### config.mk
export PLATFORM = sky130hd
export DESIGN_NAME = async_frame_tx
export DESIGN_NICKNAME = d
export VERILOG_FILES = /design/src/rtl/tx_frame_pkg.sv /design/src/rtl/tx_lcr_decode.sv /design/src/rtl/tx_hold_reg.sv /design/src/rtl/tx_shifter.sv /design/src/rtl/async_frame_tx.sv
export SDC_FILE = /design/constraint.sdc
export NUM_CORES = 1
export LEC_CHECK = 0
export BUFFER_PORTS_ARGS = -buffer_cell sky130_fd_sc_hd__buf_2
export CAP_MARGIN = 20
export CORE_ASPECT_RATIO = 0.7
export CORE_MARGIN = 2
export CORE_UTILIZATION = 52
export CTS_CLUSTER_DIAMETER = 200
export DETAILED_ROUTE_END_ITERATION = 6
export PLACE_DENSITY = 0.76
export SLEW_MARGIN = 5
export SYNTH_ARGS = -nofsm -noshare
export SYNTH_HDL_FRONTEND = slang
export SYNTH_SLANG_ARGS = --single-unit
export TNS_END_PERCENT = 30
### constraint.sdc
create_clock -name clk_i -period 2.4 [get_ports clk_i]
set_input_delay 0.12 -clock clk_i [delete_from_list [all_inputs] [get_ports clk_i]]
set_output_delay 0.12 -clock clk_i [all_outputs]
set_load 0.005 [all_outputs]
### src/rtl/tx_frame_pkg.sv
package tx_frame_pkg;
  localparam int unsigned MAX_BITS = 8;
  localparam int unsigned NBW      = $clog2(MAX_BITS + 1);
  localparam int unsigned IW       = $clog2(MAX_BITS);

  typedef struct packed {
    logic [NBW-1:0] nbits;
    logic           par_en;
    logic           par_even;
    logic           par_stick;
    logic [2:0]     stop_halves;  // stop period in half-bits: 2, 3 or 4
  } frame_cfg_t;

  typedef enum logic [2:0] {
    ST_IDLE,
    ST_START,
    ST_DATA,
    ST_PARITY,
    ST_STOP
  } tx_state_e;
endpackage

### src/rtl/tx_lcr_decode.sv
module tx_lcr_decode
  import tx_frame_pkg::*;
(
  input  logic [7:0]  lcr_i,
  output frame_cfg_t  cfg_o,
  output logic        brk_o
);
  always_comb begin
    cfg_o.nbits     = NBW'(5) + NBW'(lcr_i[1:0]);
    cfg_o.par_en    = lcr_i[3];
    cfg_o.par_even  = lcr_i[4];
    cfg_o.par_stick = lcr_i[5];
    if (!lcr_i[2])             cfg_o.stop_halves = 3'd2;
    else if (lcr_i[1:0] == 2'b00) cfg_o.stop_halves = 3'd3;
    else                       cfg_o.stop_halves = 3'd4;
  end
  assign brk_o = lcr_i[6];
endmodule

### src/rtl/tx_hold_reg.sv
module tx_hold_reg #(
  parameter int unsigned DATA_W = 8
) (
  input  logic              clk_i,
  input  logic              rst_ni,
  input  logic              valid_i,
  input  logic [DATA_W-1:0] data_i,
  input  logic              take_i,
  output logic [DATA_W-1:0] data_o,
  output logic              full_o
);
  logic              full_q;
  logic [DATA_W-1:0] data_q;

  always_ff @(posedge clk_i or negedge rst_ni) begin
    if (!rst_ni) begin
      full_q <= 1'b0;
      data_q <= '0;
    end else if (valid_i && !full_q) begin
      full_q <= 1'b1;
      data_q <= data_i;
    end else if (take_i) begin
      full_q <= 1'b0;
    end
  end

  assign data_o = data_q;
  assign full_o = full_q;

  assert_empty_by_take_R8: assert property (@(posedge clk_i) disable iff (!rst_ni)
    $fell(full_q) |-> $past(take_i));
  assert_fill_by_accept_R8: assert property (@(posedge clk_i) disable iff (!rst_ni)
    $rose(full_q) |-> $past(valid_i));
endmodule

### src/rtl/tx_shifter.sv
module tx_shifter
  import tx_frame_pkg::*;
#(
  parameter int unsigned OVS = 16
) (
  input  logic                clk_i,
  input  logic                rst_ni,
  input  logic                tick_i,
  input  logic                load_i,
  input  logic [MAX_BITS-1:0] data_i,
  input  frame_cfg_t          cfg_i,
  output logic                idle_o,
  output logic                line_o
);
  localparam int unsigned CW = $clog2(2 * OVS) + 1;
  localparam logic [CW-1:0] BIT_LEN = CW'(OVS);
  localparam logic [CW-1:0] STOP_1  = CW'(OVS);
  localparam logic [CW-1:0] STOP_15 = CW'(OVS + OVS / 2);
  localparam logic [CW-1:0] STOP_2  = CW'(2 * OVS);

  tx_state_e            state_q;
  frame_cfg_t           cfg_q;
  logic [MAX_BITS-1:0]  sh_q;
  logic [IW-1:0]        idx_q;
  logic [CW-1:0]        cnt_q;
  logic [CW-1:0]        stop_len_q;
  logic                 par_q;

  logic [MAX_BITS-1:0]  masked;
  logic                 par_new;
  logic [CW-1:0]        stop_len_new;
  logic [CW-1:0]        cur_len;
  logic                 last_tick;
  logic                 last_data;

  assign masked = data_i & ({MAX_BITS{1'b1}} >> (MAX_BITS - int'(cfg_i.nbits)));

  always_comb begin
    if (cfg_i.par_stick)     par_new = ~cfg_i.par_even;
    else if (cfg_i.par_even) par_new = ^masked;
    else                     par_new = ~(^masked);
    case (cfg_i.stop_halves)
      3'd3:    stop_len_new = STOP_15;
      3'd4:    stop_len_new = STOP_2;
      default: stop_len_new = STOP_1;
    endcase
  end

  assign cur_len   = (state_q == ST_STOP) ? stop_len_q : BIT_LEN;
  assign last_tick = tick_i && (cnt_q == cur_len - CW'(1));
  assign last_data = ({{(NBW - IW){1'b0}}, idx_q} == cfg_q.nbits - NBW'(1));

  always_ff @(posedge clk_i or negedge rst_ni) begin
    if (!rst_ni) begin
      state_q    <= ST_IDLE;
      cfg_q      <= '0;
      sh_q       <= '0;
      idx_q      <= '0;
      cnt_q      <= '0;
      stop_len_q <= STOP_1;
      par_q      <= 1'b0;
    end else if (load_i && state_q == ST_IDLE) begin
      state_q    <= ST_START;
      cfg_q      <= cfg_i;
      sh_q       <= masked;
      idx_q      <= '0;
      cnt_q      <= '0;
      stop_len_q <= stop_len_new;
      par_q      <= par_new;
    end else if (tick_i && state_q != ST_IDLE) begin
      if (!last_tick) begin
        cnt_q <= cnt_q + CW'(1);
      end else begin
        cnt_q <= '0;
        unique case (state_q)
          ST_START: state_q <= ST_DATA;
          ST_DATA: begin
            sh_q <= sh_q >> 1;
            if (last_data) state_q <= cfg_q.par_en ? ST_PARITY : ST_STOP;
            else           idx_q   <= idx_q + IW'(1);
          end
          ST_PARITY: state_q <= ST_STOP;
          ST_STOP:   state_q <= ST_IDLE;
          default:   state_q <= ST_IDLE;
        endcase
      end
    end
  end

  always_comb begin
    unique case (state_q)
      ST_START:  line_o = 1'b0;
      ST_DATA:   line_o = sh_q[0];
      ST_PARITY: line_o = par_q;
      default:   line_o = 1'b1;
    endcase
  end

  assign idle_o = (state_q == ST_IDLE);

  assert_stop_high_R6: assert property (@(posedge clk_i) disable iff (!rst_ni)
    (state_q == ST_STOP) |-> line_o);
  assert_idx_in_word_R3: assert property (@(posedge clk_i) disable iff (!rst_ni)
    (state_q == ST_DATA) |-> ({{(NBW - IW){1'b0}}, idx_q} < cfg_q.nbits));
  assert_no_tick_hold_R2: assert property (@(posedge clk_i) disable iff (!rst_ni)
    (state_q != ST_IDLE && !tick_i) |=> ($stable(state_q) && $stable(cnt_q)));
  assert_cnt_in_bit_R6: assert property (@(posedge clk_i) disable iff (!rst_ni)
    (state_q != ST_IDLE) |-> (cnt_q < cur_len));
  assert_parity_only_enabled_R4: assert property (@(posedge clk_i) disable iff (!rst_ni)
    (state_q == ST_PARITY) |-> cfg_q.par_en);
endmodule

### src/rtl/async_frame_tx.sv
module async_frame_tx
  import tx_frame_pkg::*;
#(
  parameter int unsigned OVS = 16
) (
  input  logic                clk_i,
  input  logic                rst_ni,
  input  logic                tick_i,
  input  logic [7:0]          lcr_i,
  input  logic [MAX_BITS-1:0] data_i,
  input  logic                data_valid_i,
  output logic                data_ready_o,
  output logic                serial_o,
  output logic                hold_empty_o,
  output logic                tx_empty_o
);
  frame_cfg_t          cfg;
  logic                brk;
  logic                hold_full;
  logic [MAX_BITS-1:0] hold_data;
  logic                sh_idle;
  logic                sh_line;
  logic                take;

  tx_lcr_decode u_decode (
    .lcr_i (lcr_i),
    .cfg_o (cfg),
    .brk_o (brk)
  );

  tx_hold_reg #(.DATA_W(MAX_BITS)) u_hold (
    .clk_i   (clk_i),
    .rst_ni  (rst_ni),
    .valid_i (data_valid_i),
    .data_i  (data_i),
    .take_i  (take),
    .data_o  (hold_data),
    .full_o  (hold_full)
  );

  assign take = hold_full && sh_idle;

  tx_shifter #(.OVS(OVS)) u_shift (
    .clk_i  (clk_i),
    .rst_ni (rst_ni),
    .tick_i (tick_i),
    .load_i (take),
    .data_i (hold_data),
    .cfg_i  (cfg),
    .idle_o (sh_idle),
    .line_o (sh_line)
  );

  assign serial_o     = sh_line & ~brk;
  assign hold_empty_o = ~hold_full;
  assign data_ready_o = ~hold_full;
  assign tx_empty_o   = ~hold_full & sh_idle;

  assert_idle_line_high_R9: assert property (@(posedge clk_i) disable iff (!rst_ni)
    (tx_empty_o && !lcr_i[6]) |-> serial_o);
  assert_empty_implies_hold_R9: assert property (@(posedge clk_i) disable iff (!rst_ni)
    tx_empty_o |-> hold_empty_o);
  assert_start_after_load_R11: assert property (@(posedge clk_i) disable iff (!rst_ni)
    (take && !lcr_i[6]) |=> !serial_o || lcr_i[6]);
endmodule

==> results of run 1 <==
## cells by family (layout without fill, tap and decap cells)
logic type,count (synthesis),in the layout,share of synthesized area (%)
AND/OR/NAND/NOR,73,73,18.8
flip-flops,38,38,45.2
AO/OA/AOI/OAI,30,30,9.32
XOR/XNOR,18,18,10.7
buffers and inverters,17,45,3.74
multiplexers,16,16,8.08
adder cells (fa/ha/maj),7,7,4.16
## registers in the layout, summed over array words and instances, names as in the netlist
name	cells
u_shift.stop_len_q	3
u_shift.cfg_q	5
u_shift.idx_q	3
u_shift.sh_q	8
u_hold.full_o	1
u_shift.par_q	1
u_shift.state_q	3
u_hold.data_o	8
u_shift.cnt_q	6
## worst register-to-register path, cell delays in order (launching register included)
cell      delay [ns]
dfrtp_1         0.41
and4bb_4        0.34
inv_1           0.04
ha_1            0.29
xor2_1          0.18
and4_4          0.26
nand4b_4        0.10
or4b_1          0.47
nand3_1         0.09
## cell usage in the layout, fill, tap and decap left out, types with 8 or more instances in the layout
| cell type | count |
|---|---|
| buf_2 | 22 |
| dfrtp_1 | 37 |
| mux2_2 | 8 |
| mux2i_1 | 8 |
| nand2_1 | 31 |
| nand3_1 | 8 |
| nor2_1 | 11 |
| o21ai_0 | 10 |
| xor2_1 | 9 |
## power groups by stage
stage                     Clock [mW]  Combinational [mW]  Sequential [mW]
final                          0.654               0.351            0.855
after detailed placement           0               0.345            0.866
after CTS                      0.668               0.351            0.853
after floorplan                    0               0.280            0.838
after global placement             0               0.338            0.862
after global routing           0.700               0.392            0.869
## per-stage QoR
step           std cells  utilization (%)  setup TNS (ns)  setup slack [ns]  hold WS (ns)
2_1_floorplan        199                -               0             0.134        -0.176
3_3_place_gp         269             58.6               0             0.121         0.273
3_5_place_dp         269             58.6               0             0.110         0.264
4_1_cts              278             62.4               0            0.0878       0.00943
5_1_grt              279             62.6        -0.00348          -0.00348       0.00712
6_report             279             62.6               0             0.153        0.0173
## routing by layer
layer	track usage (%)	vias to the layer above	wire length, µm
met2	26.5	28	1670
met3	6.33	5	166
met4	7.02	0	46
li1	-	741	-
met1	29.8	698	2060
met5	0	-	0
## timing repair
action	in CTS	in global routing
resized for setup	0	1
buffers inserted	0	1
setup endpoints to repair	0	10
hold buffers	1	0
hold endpoints to repair	37	0
## path summary, 6_finish.rpt
check	start	slack [ns]	to	depth (start not counted)
worst max register to register	u_shift.state_q[0]	0.15	u_shift.state_q[1]	8
max in group asynchronous	rst_ni	1.43	u_shift.sh_q[1]	2
worst min-delay path	lcr_i[3]	0.02	u_shift.cfg_q[5]	3
worst min register to register	u_shift.stop_len_q[3]	0.49	u_shift.stop_len_q[3]	2
min in group asynchronous	rst_ni	0.45	u_shift.cnt_q[0]	2
worst max-delay path	u_shift.state_q[0]	0.15	u_shift.state_q[1]	8
## layout make-up
cell class,count,area (µm²),share of cell area (%)
clock buffers,5,68.8,2.82
clock inverters,3,68.8,2.82
inverters,7,26.3,1.08
multi-input cells,144,1090,44.5
flip-flops and latches,38,952,39.0
well taps,52,65.1,2.67
repair buffers,30,173,7.07
==> out/qor.yml, run 1 <==
critical_path:
  cp_max_fo: 4
  path_buf_inv: 1
  crit_path_start_kind: "register"
  crit_arrival_ns: 2.48
  critPathSlowestCell: "or4b_1"
  cp-end-kind: "register"
  path_class: "register to register"
  cp.required_ns: 2.63
  path_cells: "and4bb_4 > inv_1 > ha_1 > xor2_1 > and4_4 > nand4b_4 > or4b_1 > nand3_1"
  cpPeakStageDelay_ns: 0.47
  path_delay_family: "simple AND/OR/NAND/NOR gates"
status:
  outcome: "completed"
floorplan:
  die_h_um: 57.3
  die_w_um: 80.1
  num_rows: 19
  io_pins: 24
  die-area_um2: 4580
  start_util_pct: 54.0
  design.core.area_um2: 3900
yosys:
  synth_area_per_cell_um2: 10.6
  ys_warn_count: 0
  synth_edf_count: 0
  synth_seq_cells: 38
  netlist_top_cells_area: "dfrtp_1, nand2_1, mux2_2"
  netlist_area_um2: 2110
  synth_most_common_cell: "dfrtp_1"
  synth_cell_types: 49
  ys_async_sr_fraction_pct: 100
  synth_top_cell_by_area: "dfrtp_1"
  syn_nets: 226
  synthFlopType: "dfrtp_1"
  netlist_top_cells_count: "dfrtp_1, nand2_1, nor2_1"
  synthCells: 199
  ys_seq_area_share_pct: 45.2
  synth_top_area_share_pct: 43.9
detailed_routing:
  routed_wl_mm: 3.94
  wl_per_cell_um: 14.1
  drt_iter0_markers: 75
  via_count: 1472
  postRouteAntennaNets: 0
  firstDrtPassIters: 4
  drcViolationCount: 0
  via_per_inst: 5.28
timing:
  setup_violations: 0
  fin_crit_sh_pct: 93.6
  period_needed_ns: 2.25
  fmax_ghz: 0.445
  skew_ns: 0.00777
  drv_slew: 0
  rsz0062_at_grt: "true"
  tightest_slew_ns: 0.820
  hold_violations: 0
  slew_headroom_pct: 45.4
clocking:
  cts.clk_slew.worst_paths_ns: 0.07
  root_buffer: "clkbuf_8"
  cts_buffer_depth: 2
  cts.sinks: 38
  cts.htree.levels: 2
  cts_tree: "built"
  clk_latency_ns: 0.30
  cts_buffers: 5
place:
  numPortBuffers: 22
  placed_area_um2: 2280
  place.gp.congestion: 0.829
  dpl.hpwl_mm: 2.89
global_routing:
  grt_overflow: 0
  grt_first_pass_wirelength_mm: 6.69
  grt_max_degree: 39
  track_usage_pct: 19.7
  grt_pass1_vias: 1419
  antenna_found_initial: 0
power:
  power_frac_clock_pct: 35.2
  p_int_mw: 1.35
  finalPower_mw: 1.86
  p_switching_uw: 505
  p_sw_share_pct: 27.2
  p_leak_nw: 1.19
  p_per_area_nw_per_um2: 762
  p_comb_share_pct: 18.9
  ir_worst_vdd_mv: 0.541
  p_seq_share_pct: 46.0
final_layout:
  final_area_um2: 2440
  drive_gt1_share_pct: 24.2
  fin_nets: 253
  fillers: 332
  antenna_cells: 0
  area_growth_pct: 15.9
run:
  cap_violations: 0
min_path:
  hp-class: "primary input to register"
Note: power is estimated with default switching activity, not from simulation.
==> run 2: changes to the inputs <==
--- a/config.mk
+++ b/config.mk
@@ -7,12 +7,14 @@
 export LEC_CHECK = 0
 export BUFFER_PORTS_ARGS = -buffer_cell sky130_fd_sc_hd__buf_2
 export CAP_MARGIN = 20
+export CELL_PAD_IN_SITES_DETAIL_PLACEMENT = 0
+export CELL_PAD_IN_SITES_GLOBAL_PLACEMENT = 1
 export CORE_ASPECT_RATIO = 0.7
 export CORE_MARGIN = 2
-export CORE_UTILIZATION = 52
+export CORE_UTILIZATION = 40
 export CTS_CLUSTER_DIAMETER = 200
 export DETAILED_ROUTE_END_ITERATION = 6
-export PLACE_DENSITY = 0.76
+export PLACE_DENSITY = 0.74
 export SLEW_MARGIN = 5
 export SYNTH_ARGS = -nofsm -noshare
 export SYNTH_HDL_FRONTEND = slang
==> run 2 against run 1 <==
- cell count increased by 7.5%
- combinational power decreased by 1%
- global-route usage decreased by 4.2 points
- fmax decreased by 0.68%
- clock skew decreased by 0.0030 ns
- clock-buffer cell count increased by 1
==> out/qor.yml, run 2 (synthesized netlist as in run 1, its figures left out) <==
status:
  outcome: "completed"
critical_path:
  cpPeakStageDelay_ns: 0.47  # about the same
  rr_endpoint: "u_shift.state_q[1]"
  cp-end-kind: "register"
  critPathSlowestCell: "or4b_1"
  cp.required_ns: 2.62  # about the same
  cp_max_fo: 4  # unchanged
  reg2reg_slack_ns: 0.14  # -0.02 ns
  crit_arrival_ns: 2.49  # about the same
  cp.depth: 8  # unchanged
  path_class: "register to register"
  ff2ff_path_depth: 8  # unchanged
  path_buf_inv: 1  # unchanged
  crit_path_start_kind: "register"
  path_cells: "and4bb_4 > inv_1 > ha_1 > xor2_1 > and4_4 > nand4b_4 > or4b_1 > nand3_1"
  path_delay_family: "simple AND/OR/NAND/NOR gates"
  crit-reg2reg-launch: "u_shift.state_q[1]"
power:
  p_comb_share_pct: 20.9  # +2.0 points
  p_int_mw: 1.17  # -14%
  p_switching_uw: 491  # -2.9%
  p_per_area_nw_per_um2: 683  # -10%
  p_seq_share_pct: 51.3  # +5.3 points
  p_leak_nw: 1.17  # -1.4%
  ir_worst_vdd_mv: 0.311  # -42%
  power_frac_clock_pct: 27.9  # -7.3 points
  p_sw_share_pct: 29.6  # +2.4 points
min_path:
  whs_endpoint: "u_shift.cfg_q[5]"
  whs_path_depth: 3  # unchanged
  min_from: "lcr_i[3]"
  hp-class: "primary input to register"
final_layout:
  drive_gt1_share_pct: 24.6  # +0.33 points
  final_common_cell: "dfrtp_1"
  area_growth_pct: 15.4
  layout_common_cells: "dfrtp_1, nand2_1, buf_2"
  fin_nets: 254  # +0.40%
  fin_cells: 300  # +7.5%
  fillers: 513  # +55%
  antenna_cells: 0  # unchanged
timing:
  period_needed_ns: 2.26  # +0.0154 ns
  skew_ns: 0.00472  # -0.00305 ns
  fin_crit_sh_pct: 94.3  # +0.64 points
  hold_violations: 0  # unchanged
  setup_violations: 0  # unchanged
  fmax_ghz: 0.442  # -0.68%
  postLayoutSetupSlackWorst_ns: 0.137  # -0.0154 ns
  tightest_slew_ns: 0.862  # +0.0429 ns
  drv_slew: 0  # unchanged
  slew_headroom_pct: 42.5  # -2.9 points
place:
  dpl.hpwl_mm: 2.98  # +3.0%
  place.gp.congestion: 0.768  # -7.4%
  numPortBuffers: 22  # unchanged
  placedCellCount: 289  # +7.4%
  post-place-ws_ns: 0.114  # +0.00341 ns
run:
  cap_violations: 0  # unchanged
detailed_routing:
  drcViolationCount: 0  # unchanged
  firstDrtPassIters: 4  # unchanged
  drt_iter0_markers: 71  # -5.3%
  routed_wl_mm: 4.07  # +3.3%
  via_per_inst: 4.94  # -6.4%
  via_count: 1481  # +0.61%
  postRouteAntennaNets: 0  # unchanged
  wl_per_cell_um: 13.6  # -4.0%
floorplan:
  io_pins: 24  # unchanged
  design.core.area_um2: 5150  # +32%
  num_rows: 22  # +3
  die_h_um: 64.7  # +13%
  die-area_um2: 5870  # +28%
  die_w_um: 90.7  # +13%
  start_util_pct: 40.9  # -13 points
global_routing:
  grt_overflow: 0  # unchanged
  grt_first_pass_wirelength_mm: 7.02  # +4.9%
  grt_max_degree: 39  # unchanged
  grt_pass1_vias: 1437  # +1.3%
  track_usage_pct: 15.5  # -4.2 points
  antenna_found_initial: 0  # unchanged
clocking:
  cts_buffers: 5  # unchanged
  root_buffer: "clkbuf_8"
  cts.htree.levels: 2  # unchanged
  cts_buffer_depth: 2  # unchanged
  cts.sinks: 38  # unchanged
  clk_latency_ns: 0.29  # about the same
  cts.clk_slew.worst_paths_ns: 0.07  # about the same
  cts_tree: "built"
run 2: changes by cell type in the layout (fill, tap and decap cells not counted):
cell	before	now
bufinv_16	2	0
buf_4	7	8
clkbuf_8	5	6
clkinv_2	0	1
clkinv_4	1	0
clkinvlp_4	0	1
run 2: worst max path at each step:
| stage | from | endpoint | slack, ns |
|---|---|---|---|
| 2_1_floorplan | u_shift.state_q[2] | u_shift.state_q[1] | 0.13 |
| 3_3_place_gp | u_shift.state_q[1] | u_shift.state_q[1] | 0.14 |
| 3_5_place_dp | u_shift.state_q[1] | u_shift.state_q[1] | 0.11 |
| 4_1_cts | u_shift.state_q[1] | u_shift.state_q[1] | 0.10 |
| 5_1_grt | u_shift.state_q[1] | u_shift.state_q[1] | -0.001 |
| 6_report | u_shift.state_q[1] | u_shift.state_q[1] | 0.14 |
run 2: worst reg2reg max path, delay by kind of cell (launching register included):
kind | cells | cell delay, ns
XOR/XNOR | 1 | 0.18
adder cells (fa/ha/maj) | 1 | 0.29
buffers and inverters | 1 | 0.04
AND/OR/NAND/NOR | 5 | 1.27
flip-flops | 1 | 0.41
run 2: layout make-up:
cell class | instances | area, µm² | share of cell area, %
Clock buffer | 6 | 82.6 | 3.40
Clock inverter | 2 | 12.5 | 0.515
Inverter | 7 | 26.3 | 1.08
Multi-Input combinational cell | 144 | 1090 | 44.7
Sequential cell | 38 | 952 | 39.2
Tap cell | 72 | 90.1 | 3.71
Timing Repair Buffer | 31 | 180 | 7.41
run 2: what timing repair did:
item | in CTS | in global routing
gates resized for setup | 0 | 2
setup endpoints to repair | 0 | 1
setup buffers | 0 | 2
endpoints found under the hold margin | 37 | 0
hold buffers | 1 | 0
run 2: per-stage QoR:
stage / instance area (µm²) / hold WS, ns / power [mW] / util (%) / TNS (ns)
after global routing: 2430 / 0.0480 / 1.77 / 47.2 / -0.00118
after floorplan: 2110 / -0.176 / 1.12 / - / 0
after CTS: 2410 / 0.0126 / 1.68 / 46.9 / 0
final: 2430 / 0.0196 / 1.66 / 47.2 / 0
after detailed placement: 2310 / 0.287 / 1.21 / 44.8 / 0
after global placement: 2310 / 0.288 / 1.20 / 44.8 / 0
run 2: metal layers:
metal  up-vias  share of wire (%)  global-route usage, %
met2        22                 40                   21.6
li1        748                  -                      -
met1       708                 56                   23.6
met3         3                3.7                   3.95
met5         -                  0                      0
met4         0               0.47                   4.04
run 2: power groups by stage:
stage	Combinational, mW	Sequential [mW]	Clock, mW
6_report	0.346	0.851	0.463
3_5_place_dp	0.349	0.863	0
2_1_floorplan	0.280	0.838	0
3_3_place_gp	0.342	0.861	0
5_1_grt	0.396	0.870	0.506
4_1_cts	0.351	0.851	0.477
==> run 3: changes to the inputs <==
==> constraint.sdc (replaced) <==
create_clock -name clk_i -period 2.4 [get_ports clk_i]
set_input_delay 0.24 -clock clk_i [delete_from_list [all_inputs] [get_ports clk_i]]
set_output_delay 0.24 -clock clk_i [all_outputs]
set_load 0.005 [all_outputs]
==> run 3 against run 2 <==
- clock power rose by 46%
- combinational power rose by 1%
- first-iteration DRC count did not move
- largest cell class unchanged
- setup slack barely moved
- register-to-register slack barely moved
- core utilization rose by 0.56 points
- die area did not move
- clock skew fell by 0.00094 ns
==> out/qor.yml, run 3 (synthesized netlist as in run 1, its figures left out) <==
clocking:
  cts.htree.levels: 2  # unchanged
  cts_tree: "built"
  root_buffer: "clkbuf_8"
  clk_latency_ns: 0.29  # about the same
  cts.clk_slew.worst_paths_ns: 0.07  # about the same
  cts_buffer_depth: 2  # unchanged
  cts.sinks: 38  # unchanged
  cts_buffers: 5  # unchanged
  post_cts_buffers: 0  # unchanged
  cts-hold-fix-buffers: 0  # -1
  cts_resized: 0  # unchanged
critical_path:
  rr_endpoint: "u_shift.state_q[1]"
  cp_max_fo: 5  # +1
  cp-end-kind: "register"
  crit_arrival_ns: 2.49  # about the same
  path_class: "register to register"
  path_delay_family: "simple AND/OR/NAND/NOR gates"
  reg2reg_slack_ns: 0.14  # about the same
  worstSetupStartpoint: "u_shift.state_q[0]"
  ff2ff_path_depth: 8  # unchanged
  cpPeakStageDelay_ns: 0.47  # about the same
  crit_path_start_kind: "register"
  cp-endpoint: "u_shift.state_q[1]"
  cp.required_ns: 2.63  # about the same
  crit-reg2reg-launch: "u_shift.state_q[0]"
  critPathSlowestCell: "or4b_1"
  path_buf_inv: 1  # unchanged
  path_cells: "and4bb_4 > inv_1 > ha_1 > xor2_1 > and4_1 > nand4b_4 > or4b_1 > nand3_1"
  cp.depth: 8  # unchanged
global_routing:
  antenna_found_initial: 0  # unchanged
  grt_pass1_vias: 1438  # +0.070%
  grt_first_pass_wirelength_mm: 7.13  # +1.5%
  grt_max_degree: 39  # unchanged
  track_usage_pct: 15.9  # +0.37 points
  grt_overflow: 0  # unchanged
floorplan:
  die-area_um2: 5870  # unchanged
  die_w_um: 90.7  # unchanged
  num_rows: 22  # unchanged
  die_h_um: 64.7  # unchanged
  start_util_pct: 40.9  # unchanged
  io_pins: 24  # unchanged
  design.core.area_um2: 5150  # unchanged
detailed_routing:
  via_per_inst: 4.91  # -0.56%
  wl_per_cell_um: 13.8  # +1.6%
  drcViolationCount: 0  # unchanged
  postRouteAntennaNets: 0  # unchanged
  routed_wl_mm: 4.09  # +0.56%
  via_count: 1458  # -1.6%
  firstDrtPassIters: 4  # unchanged
  drt_iter0_markers: 71  # unchanged
timing:
  slew_headroom_pct: 41.7  # -0.77 points
  tns_ns: 0  # unchanged
  skew_ns: 0.00378  # -0.000943 ns
  period_needed_ns: 2.26  # -0.000435 ns
  hold_violations: 0  # unchanged
  setup_violations: 0  # unchanged
  fin_crit_sh_pct: 94.3  # about the same
  drv_slew: 0  # unchanged
  fmax_ghz: 0.442  # about the same
  tightest_slew_ns: 0.874  # +0.0116 ns
  rsz0062_at_grt: "false"
run:
  cap_violations: 0  # unchanged
final_layout:
  fin_nets: 251  # -1.2%
  drive_gt1_share_pct: 24.0  # -0.56 points
  fillers: 495  # -3.5%
  area_growth_pct: 16.7
  antenna_cells: 0  # unchanged
  layout_common_cells: "dfrtp_1, nand2_1, buf_2"
  multiInputGateArea_um2: 1090  # +0.58%
  final_common_cell: "dfrtp_1"
  regArea_um2: 952  # unchanged
power:
  p_seq_share_pct: 45.3  # -6.0 points
  p_sw_share_pct: 26.5  # -3.1 points
  p_switching_uw: 498  # +1.4%
  finalPower_mw: 1.88  # +13%
  p_comb_share_pct: 18.7  # -2.2 points
  power_frac_clock_pct: 36.1  # +8.2 points
  p_per_area_nw_per_um2: 763  # +12%
  ir_worst_vdd_mv: 0.410  # +32%
  p_int_mw: 1.38  # +18%
  p_leak_nw: 1.18  # +0.82%
min_path:
  hp-class: "primary input to async pin"
place:
  dpl.hpwl_mm: 2.96  # -0.52%
  place.gp.congestion: 0.740  # -3.7%
  numPortBuffers: 22  # unchanged
status:
  outcome: "completed"
run 3: power by group through the flow:
| stage | logic (mW) | clock network, mW | registers [mW] |
|---|---|---|---|
| finish | 0.350 | 0.678 | 0.850 |
| global route | 0.400 | 0.724 | 0.869 |
| CTS | 0.353 | 0.695 | 0.851 |
| detailed placement | 0.352 | 0 | 0.863 |
| global placement | 0.342 | 0 | 0.861 |
| floorplan | 0.280 | 0 | 0.838 |
run 3: cell type report:
type | count | share of cell area, %
repair buffers | 28 | 6.31
clock inverters | 2 | 2.44
clock buffers | 6 | 3.36
inverters | 7 | 1.07
well taps | 72 | 3.66
flip-flops and latches | 38 | 38.7
multi-input cells | 144 | 44.5
run 3: routing by layer:
layer,GRT usage (%),share of wire [%],routed length (µm),vias to the layer above
li1,-,-,-,742
met1,24.5,58,2380,688
met2,21.3,37,1530,23
met3,4.30,3.6,147,5
met4,4.62,0.90,37,0
met5,0,0,0,-
run 3: metrics by stage:
stage | utilization, % | std cells | instance area, µm² | hold slack (ns) | setup slack (ns)
after global placement | 44.8 | 289 | 2310 | 0.400 | 0.164
after detailed placement | 44.8 | 289 | 2310 | 0.407 | 0.149
final | 47.8 | 297 | 2460 | 0.0619 | 0.138
after global routing | 47.8 | 297 | 2460 | 0.125 | 0.00787
after floorplan | - | 199 | 2110 | -0.0556 | 0.134
after CTS | 47.6 | 297 | 2450 | 0.0808 | 0.137
run 3: how the worst min path moves through the flow:
stage	start	endpoint	slack, ns	depth (start not counted)
global route	rst_ni	u_shift.sh_q[7]	0.13	1
global placement	rst_ni	u_shift.cnt_q[4]	0.40	1
finish	rst_ni	u_shift.state_q[1]	0.06	1
CTS	rst_ni	u_hold.data_o[5]	0.08	1
detailed placement	rst_ni	u_shift.cnt_q[1]	0.41	1
floorplan	rst_ni	u_hold.data_o[0]	-0.06	0
